==> src/rtl/cfgser_pkg.sv <==
package cfgser_pkg;
  localparam int WORD_W = 24;
  localparam int SEL_W  = 2;

  typedef enum logic [SEL_W-1:0] {
    SEL_CTRL = 2'b00,
    SEL_RDIV = 2'b01,
    SEL_NDIV = 2'b10,
    SEL_NONE = 2'b11
  } latch_sel_e;

  // field positions
  localparam int PRE_HI = 23, PRE_LO = 22;
  localparam int PD_HI  = 21, PD_LO  = 20;
  localparam int CPG_B  = 21;
  localparam int NB_HI  = 20, NB_LO  = 8;
  localparam int NA_HI  = 6,  NA_LO  = 2;
  localparam int RC_HI  = 15, RC_LO  = 2;
endpackage

==> src/rtl/cfgser_sync.sv <==
module cfgser_sync #(
  parameter int W      = 3,
  parameter int STAGES = 2
) (
  input  logic         clk_i,
  input  logic         rst_ni,
  input  logic [W-1:0] d_i,
  output logic [W-1:0] q_o
);
  for (genvar g = 0; g < STAGES; g++) begin : g_stage
    logic [W-1:0] r_q;
    logic [W-1:0] r_d;
    if (g == 0) begin : g_first
      assign r_d = d_i;
    end else begin : g_next
      assign r_d = g_stage[g-1].r_q;
    end
    always_ff @(posedge clk_i or negedge rst_ni) begin
      if (!rst_ni) r_q <= '0;
      else         r_q <= r_d;
    end
  end

  assign q_o = g_stage[STAGES-1].r_q;
endmodule

==> src/rtl/cfgser_shift.sv <==
module cfgser_shift #(
  parameter int W = cfgser_pkg::WORD_W
) (
  input  logic         clk_i,
  input  logic         rst_ni,
  input  logic         sclk_s_i,
  input  logic         data_s_i,
  input  logic         le_s_i,
  output logic [W-1:0] word_o,
  output logic         load_o
);
  logic         sclk_p_q, le_p_q;
  logic [W-1:0] sreg_q, sreg_d;
  logic         shift_en;

  assign shift_en = sclk_s_i & ~sclk_p_q & ~le_s_i;
  assign load_o   = le_s_i & ~le_p_q;
  assign word_o   = sreg_q;

  always_comb begin
    sreg_d = sreg_q;
    if (shift_en) sreg_d = {sreg_q[W-2:0], data_s_i};
  end

  always_ff @(posedge clk_i or negedge rst_ni) begin
    if (!rst_ni) begin
      sreg_q   <= '0;
      sclk_p_q <= 1'b0;
      le_p_q   <= 1'b0;
    end else begin
      sreg_q   <= sreg_d;
      sclk_p_q <= sclk_s_i;
      le_p_q   <= le_s_i;
    end
  end

  // word frozen while strobe is high
  a_r4_hold_le_high: assert property (@(posedge clk_i) disable iff (!rst_ni)
    le_s_i |=> $stable(sreg_q));

  // new bit enters at the bottom
  a_r1_new_bit: assert property (@(posedge clk_i) disable iff (!rst_ni)
    (sclk_s_i && !sclk_p_q && !le_s_i) |=> (sreg_q[0] == $past(data_s_i)));
endmodule

==> src/rtl/cfgser_route.sv <==
module cfgser_route
  import cfgser_pkg::*;
#(
  parameter int W = WORD_W
) (
  input  logic         clk_i,
  input  logic         rst_ni,
  input  logic         load_i,
  input  logic [W-1:0] word_i,
  output logic [W-1:0] ctrl_o,
  output logic [W-1:0] ndiv_o,
  output logic [W-1:0] rdiv_o,
  output logic         band_o
);
  logic [W-1:0] ctrl_q, ctrl_d, ndiv_q, ndiv_d, rdiv_q, rdiv_d;
  logic         band_q, band_d;
  latch_sel_e   sel;

  assign sel = latch_sel_e'(word_i[SEL_W-1:0]);

  always_comb begin
    ctrl_d = ctrl_q;
    ndiv_d = ndiv_q;
    rdiv_d = rdiv_q;
    band_d = 1'b0;
    if (load_i) begin
      unique case (sel)
        SEL_CTRL: ctrl_d = word_i;
        SEL_NDIV: begin
          ndiv_d = word_i;
          band_d = 1'b1;
        end
        SEL_RDIV: rdiv_d = word_i;
        SEL_NONE: ;
      endcase
    end
  end

  always_ff @(posedge clk_i or negedge rst_ni) begin
    if (!rst_ni) begin
      ctrl_q <= '0;
      ndiv_q <= '0;
      rdiv_q <= '0;
      band_q <= 1'b0;
    end else begin
      ctrl_q <= ctrl_d;
      ndiv_q <= ndiv_d;
      rdiv_q <= rdiv_d;
      band_q <= band_d;
    end
  end

  assign ctrl_o = ctrl_q;
  assign ndiv_o = ndiv_q;
  assign rdiv_o = rdiv_q;
  assign band_o = band_q;

  // request lasts one clock
  a_r8_band_single: assert property (@(posedge clk_i) disable iff (!rst_ni)
    band_q |=> !band_q);

  // unused code leaves latches alone
  a_r3_ignore_code3: assert property (@(posedge clk_i) disable iff (!rst_ni)
    (load_i && word_i[1:0] == 2'b11) |=>
      ($stable(ctrl_q) && $stable(ndiv_q) && $stable(rdiv_q) && !band_q));

  // at most one latch changes per clock
  a_r2_one_latch: assert property (@(posedge clk_i) disable iff (!rst_ni)
    $countones({ctrl_q != $past(ctrl_q), ndiv_q != $past(ndiv_q),
                rdiv_q != $past(rdiv_q)}) <= 1);
endmodule

==> src/rtl/cfg_serial_latches.sv <==
module cfg_serial_latches
  import cfgser_pkg::*;
#(
  parameter int SYNC_STAGES = 2
) (
  input  logic              clk_i,
  input  logic              rst_ni,
  input  logic              sclk_i,
  input  logic              sdata_i,
  input  logic              sle_i,
  output logic [WORD_W-1:0] ctrl_latch_o,
  output logic [WORD_W-1:0] n_latch_o,
  output logic [WORD_W-1:0] r_latch_o,
  output logic [1:0]        prescale_sel_o,
  output logic [1:0]        pwrdn_mode_o,
  output logic              cp_gain_sel_o,
  output logic [12:0]       ndiv_b_o,
  output logic [4:0]        ndiv_a_o,
  output logic [13:0]       rdiv_o,
  output logic              band_req_o
);
  localparam int NIN = 3;

  logic [NIN-1:0]    raw, syn;
  logic [WORD_W-1:0] word;
  logic              load;

  assign raw = {sle_i, sdata_i, sclk_i};

  cfgser_sync #(.W(NIN), .STAGES(SYNC_STAGES)) u_sync (
    .clk_i (clk_i),
    .rst_ni(rst_ni),
    .d_i   (raw),
    .q_o   (syn)
  );

  cfgser_shift #(.W(WORD_W)) u_shift (
    .clk_i   (clk_i),
    .rst_ni  (rst_ni),
    .sclk_s_i(syn[0]),
    .data_s_i(syn[1]),
    .le_s_i  (syn[2]),
    .word_o  (word),
    .load_o  (load)
  );

  cfgser_route #(.W(WORD_W)) u_route (
    .clk_i (clk_i),
    .rst_ni(rst_ni),
    .load_i(load),
    .word_i(word),
    .ctrl_o(ctrl_latch_o),
    .ndiv_o(n_latch_o),
    .rdiv_o(r_latch_o),
    .band_o(band_req_o)
  );

  assign prescale_sel_o = ctrl_latch_o[PRE_HI:PRE_LO];
  assign pwrdn_mode_o   = ctrl_latch_o[PD_HI:PD_LO];
  assign cp_gain_sel_o  = n_latch_o[CPG_B];
  assign ndiv_b_o       = n_latch_o[NB_HI:NB_LO];
  assign ndiv_a_o       = n_latch_o[NA_HI:NA_LO];
  assign rdiv_o         = r_latch_o[RC_HI:RC_LO];
endmodule

==> config.mk <==
export PLATFORM = sky130hd
export DESIGN_NAME = cfg_serial_latches
export DESIGN_NICKNAME = d
export VERILOG_FILES = /design/src/rtl/cfgser_pkg.sv /design/src/rtl/cfgser_sync.sv /design/src/rtl/cfgser_shift.sv /design/src/rtl/cfgser_route.sv /design/src/rtl/cfg_serial_latches.sv
export SDC_FILE = /design/constraint.sdc
export NUM_CORES = 1
export LEC_CHECK = 0
export ABC_CLOCK_PERIOD_IN_PS = 1500
export BUFFER_PORTS_ARGS = -buffer_cell sky130_fd_sc_hd__buf_2
export CAP_MARGIN = 30
export CORE_UTILIZATION = 35
export DETAILED_ROUTE_END_ITERATION = 16
export PLACE_DENSITY = 0.65
export SLEW_MARGIN = 15
export SYNTH_ARGS = -nofsm -noshare
export SYNTH_HDL_FRONTEND = slang
export SYNTH_HIERARCHICAL = 1
export SYNTH_SLANG_ARGS = --single-unit
export TNS_END_PERCENT = 10
==> constraint.sdc <==
create_clock -name clk_i -period 1.5 [get_ports clk_i]
set_input_delay 0.075 -clock clk_i [delete_from_list [all_inputs] [get_ports clk_i]]
set_output_delay 0.075 -clock clk_i [all_outputs]
set_load 0.05 [all_outputs]
Word level (Yosys, flattened, before mapping)
Index checks and enable logic that the tools add are counted.
{"block": "totals", "in_bits": 5, "elab_cells": 23, "register_bits": 105, "out_inout_bits": 110}
{"block": "classes", "eq_ne": 2, "bitwise": 6, "n_reduce_logical": 4, "muxes": 2}
{"operator": "AND reduction 2 bit", "count": 3}
{"operator": "bitwise AND 1 bit", "count": 3}
{"operator": "inverter 1 bit", "count": 3}
{"operator": "== test 2 x 1 -> 1 bit, second input constant", "count": 1}
{"operator": "== test 2 bit, second input constant", "count": 1}
{"operator": "logical NOT 2 bit", "count": 1}
{"operator": "2-to-1 mux 1 bit", "count": 2}

Logic depth before layout (Yosys ltp)
{"block": "logic_depth", "depth_word": 3, "ltp_mapped": 4, "depth_no_buf": 3}

Modules after synthesis
The synthesis kept the hierarchy.
{"mod": "cfgser_route", "n_inst": 1, "seq_area_each_um2": 1826.8, "cells_each": 155, "area_per_inst_um2": 2700.1}
{"mod": "cfgser_shift", "n_inst": 1, "seq_area_each_um2": 650.6, "cells_each": 54, "area_per_inst_um2": 968.4}
{"mod": "cfg_serial_latches", "n_inst": 1, "seq_area_each_um2": 0.0, "cells_each": 37, "area_per_inst_um2": 277.8}
{"mod": "cfgser_sync", "n_inst": 1, "seq_area_each_um2": 150.1, "cells_each": 6, "area_per_inst_um2": 150.1}

Worst setup path before layout
Ideal clock, no wire load.
{"block": "synth_timing", "kind": "register -> register", "start": "reg u_sync.g_stage[1].r_q[2], in the netlist u_sync/q_o[2]", "end": "reg u_route.ctrl_q[20], in the netlist u_route/ctrl_o[20]", "stages_incl_launch_ff": 5, "path_slack_ns": -0.120, "required_time_ns": 1.375, "setup_ns": 0.125, "path_buffers": 1, "arrival_time_ns": 1.495, "period_less_slack_ns": 1.620, "cell_sequence": "dfrtp_1 nor2b_1 nor3b_4 buf_6 mux2_2"}
{"block": "synth_via", "elab_chain_cells": 2}
{"item": "from (decl)", "line_no": "cfgser_sync.sv:11", "source": "logic [W-1:0] r_q;"}
{"item": "from (signal assigned)", "line_no": "cfgser_sync.sv:20", "source": "else r_q <= r_d;"}
{"item": "bitwise AND 1 bit", "line_no": "cfgser_shift.sv:17", "source": "assign load_o = le_s_i & ~le_p_q;"}
{"item": "net load", "line_no": "cfg_serial_latches.sv:26", "source": "logic load;"}
{"item": "AND reduction 2 bit (no line)"}
{"item": "to (signal assigned)", "line_no": "cfgser_route.sv:46", "source": "ctrl_q <= ctrl_d;"}
{"item": "to (decl)", "line_no": "cfgser_route.sv:15", "source": "logic [W-1:0] ctrl_q, ctrl_d, ndiv_q, ndiv_d, rdiv_q, rdiv_d;"}
The timed path passes the listed nets, and every way through them passes these cells.
A chain may end at the register's enable or synchronous reset.

Worst setup path in the final report
{"block": "layout_timing", "start": "reg u_shift.le_p_q", "end": "reg u_route.ctrl_q[16], in the netlist u_route/ctrl_o[16]"}
{"block": "layout_via", "elab_chain_cells": 3}
{"item": "from (decl)", "line_no": "cfgser_shift.sv:12", "source": "logic sclk_p_q, le_p_q;"}
{"item": "from (signal assigned)", "line_no": "cfgser_shift.sv:33", "source": "le_p_q <= le_s_i;"}
{"item": "inverter 1 bit", "line_no": "cfgser_shift.sv:17"}
{"item": "bitwise AND 1 bit", "line_no": "cfgser_shift.sv:17"}
{"item": "net load", "line_no": "cfg_serial_latches.sv:26"}
{"item": "AND reduction 2 bit (no line)"}
The timed path passes the listed nets, and every way through them passes these cells.

==> impl.org <==
** Floorplanning
- The initialized floorplan defines 39 standard-cell rows.
- Core area :: 11400 um^2
- Io pins :: 115
- The floorplan step defined a die boundary enclosing 12100 um^2.
- Starting Density :: 35.9%
- In this run the vertical extent of the chip is 110 um.
- Die width :: 110 um

** Timing
- Shortest clock period the worst path allows after layout :: 1.47 ns
- Fin worst setup slack :: 0.0266 ns
- Worst Clk Skew :: 0.00715 ns
- Worst-margin pin slew :: 0.474 ns
- Final setup viols :: 0
- After routing, the total negative slack on setup checks comes to 0 ns.
- Setup repair after global routing could not meet its margin everywhere.
- Headroom to the max-slew limit :: 68.4%
- Derived from the worst setup path, the maximum achievable clock frequency is 0.679 GHz.
- Share of the cycle needed by the critical path after routing :: 98.2%
- The final-report max-slew violation count is 0.
- The number of endpoints with negative hold slack in the final report was 0.

** Power and ir drop
- Dividing total power by cell area gives a power density of 1600 nW/um^2.
- IR analysis of the VDD net gives a maximum drop of 0.000936 V.
- The analysis attributes to cell leakage a power of 2.80 nW.
- Overall power consumption after layout is estimated at 0.00801 W.

** Global routing
- The first global-routing pass estimated 11200 um of wire.
- Global routing consumed, over all layers together, 12.4% of the routing resources.
- Pin count of the biggest net entering global routing :: 34
- Number of global-route vias before repair :: 2148
- Number of antenna violations at the first check in global routing :: 0
- Total gr overflow :: 0

** Critical path
- Worst-path cell chain :: nor2b_4 -> nor3b_4 -> buf_12 -> mux2_2
- Broken down by cell family, the worst path's largest delay share belongs to simple AND/OR/NAND/NOR gates.
- The worst setup path is launched from a register.
- Buffering stage count on the worst path with inverters included :: 1
- STA puts the critical path data required time at 1.71 ns.
- Path type of the worst setup path :: reg -> reg
- Slowest cell on crit path :: dfrtp_1
- Max FO, Critical Path :: 18
- Endpoint kind of the worst setup timing path :: register
- For this run, the slowest stage of the critical path takes 0.39 ns.
- Depth of the critical timing path with buffers and inverters included :: 4
- Depth of the worst register-to-register path :: 4
- Signal arrival time at the worst endpoint :: 1.68 ns

** Detailed routing
- In the routed design, unresolved DRC markers number 0.
- Routed Wire Length :: 7230 um
- Dividing the detail-routed via count by the number of cells gives 4.49.
- Dividing the detail-routed wire length by the instance count gives 14.6 um.
- Detailed routing inserted a total of 2225 vias.
- Drt initial violations :: 73
- The pre-antenna-repair detailed-routing pass consisted of 4 iterations.
- Residual antenna-violating net count after detailed routing :: 0

** Synthesis
- The cell area that synthesis handed to floorplanning was 4100 um^2.
- In this run the mean area of a mapped cell was 16.3 um^2.
- Count of unique library cells instantiated by Yosys :: 12
- Number of nets in the synthesized netlist :: 257
- Number of standard cells after synthesis :: 252
- Total of warnings raised by yosys :: 6
- In this run, synthesis produced a sequential element count of 105.
- After synthesis, flip-flops and latches occupy 64.1% of the total area.

** Layout
- Area growth from synthesis to final layout :: 22.1%
- Nets@finish :: 353
- Fill cell count :: 1054
- Ant. Diodes :: 0
- Of the cells placed in the final design, the portion with a size suffix greater than 1 is 66.3%.

** Place
- Routability-driven placement finished with a final weighted congestion of 0.737.
- Timing analysis after detailed placement gives a worst setup slack of 0.0398 ns.
- Detailed Place HPWL :: 4920 um
- The count of buffers added on input and output ports is 114.

** Min path
- In this run the worst hold path is classified as in -> async.

** Clock tree
- Clk root buf :: clkbuf_16
- Clock slew at reported path FFs :: 0.07 ns
- Counting every sink on the clock net gives 105.
- Buffers inserted during clock tree synthesis total 9.
- Clock latency at the later pin of the worst-skew pair :: 0.33 ns
- H-tree level count :: 3
- Post-CTS setup-driven buffer insertion count :: 0
- The clock passes through at most 2 buffers.
- TritonCTS built the clock tree.

** Flow run
- Maximum Capacitance Violations :: 0

** Run status
- Status :: finished clean
-- registers in the layout (all words and copies together) (netlist names) --
register / count
u_sync/g_stage.r_q: 3
u_route/ctrl_o: 24
u_route/ndiv_o: 24
u_shift/word_o: 24
u_shift/sclk_p_q: 1
u_shift/le_p_q: 1
u_route/band_o: 1
u_sync/q_o: 3
u_route/rdiv_o: 24
-- worst reg2reg max path: stages (launching register included) --
cell and delay, ns:
dfrtp_1 0.39, nor2b_4 0.15, nor3b_4 0.26, buf_12 0.20
mux2_2 0.35
-- layout by cell type (no fill, tap or decap) --
cell type / n
clkinv_2: 2
mux2_4: 1
clkinv_4: 1
inv_6: 2
and2_1: 2
nand2b_1: 2
dlygate4sd3_1: 4
dfrtp_1: 105
nand3b_2: 2
nor2b_4: 1
mux2_1: 2
mux2_2: 87
nor2b_1: 2
clkbuf_1: 1
clkbuf_16: 9
buf_4: 8
buf_2: 113
nor3b_4: 2
bufinv_16: 1
buf_12: 5
inv_1: 1
-- per-layer routing --
layer  routed length [um]  vias to the layer above  global-route usage (%)
met5                    0                        -                       0
met1                 3500                     1129                    16.8
met3                  323                        7                    2.70
met4                   95                        0                    5.36
li1                     -                     1018                       -
met2                 3310                       71                    19.3
-- cell families (layout without fill, tap and decap cells) --
family                 count (synthesis)  in the layout  share of synthesized area (%)
flip-flops                           105            105                           64.1
multiplexers                          90             90                           24.7
buffers and inverters                 46            147                           8.58
AND/OR/NAND/NOR                       11             11                           2.54
-- what timing repair did --
action / in CTS / in global routing
hold buffers: 4 / 0
hold endpoints to repair: 33 / 0
gates resized for setup: 0 / 1
setup endpoints to repair: 0 / 22
-- layout make-up --
type / count / area, um^2 / share of cell area, %
clock inverters: 6 / 66.3 / 1.33
flip-flops and latches: 105 / 2630 / 52.6
inverters: 1 / 3.75 / 0.0751
repair buffers: 130 / 766 / 15.3
well taps: 143 / 179 / 3.58
clock buffers: 10 / 229 / 4.58
multi-input cells: 101 / 1130 / 22.6
-- synth_stat cells (all sizes together) --
library cell  number  share of area [%]
nor3b              2               0.92
nand2b             2               0.31
and2               2               0.31
mux2              90                 25
nor2b              3               0.46
nand3b             2               0.55
dfrtp            105                 64
buf               45                8.5
inv                1              0.092
-- stage by stage --
step,util (%),std cells,hold slack (ns),instance area (um^2)
2_1_floorplan,-,252,-0.221,4100
3_3_place_gp,40.8,476,0.0634,4660
3_5_place_dp,40.8,476,0.0788,4660
4_1_cts,43.8,496,0.271,5000
5_1_grt,43.8,496,0.286,5000
6_report,43.8,496,0.253,5000
-- power breakdown --
part	switching [W]	internal, W	total [W]
sequential	0.000295	0.00317	0.00347
combinational	0.00164	0.000602	0.00225
clock	0.000997	0.00130	0.00230
total	0.00294	0.00508	0.00801
-- worst paths after layout --
kind | start | end | slack [ns]
max | u_shift/le_p_q$_DFF_PN0_ | u_route/ctrl_o[16]$_DFFE_PN0P_ | 0.03
min | rst_ni | u_route/ctrl_o[8]$_DFFE_PN0P_ | 0.25
max reg2reg | u_shift/le_p_q$_DFF_PN0_ | u_route/ctrl_o[16]$_DFFE_PN0P_ | 0.03
min reg2reg | u_sync/g_stage[0].r_q[1]$_DFF_PN0_ | u_sync/q_o[1]$_DFF_PN0_ | 0.35
max in group asynchronous | rst_ni | u_route/ctrl_o[7]$_DFFE_PN0P_ | 0.64
min in group clk_i | u_sync/g_stage[0].r_q[1]$_DFF_PN0_ | u_sync/q_o[1]$_DFF_PN0_ | 0.35
Note: power is estimated with default switching activity, not from simulation.
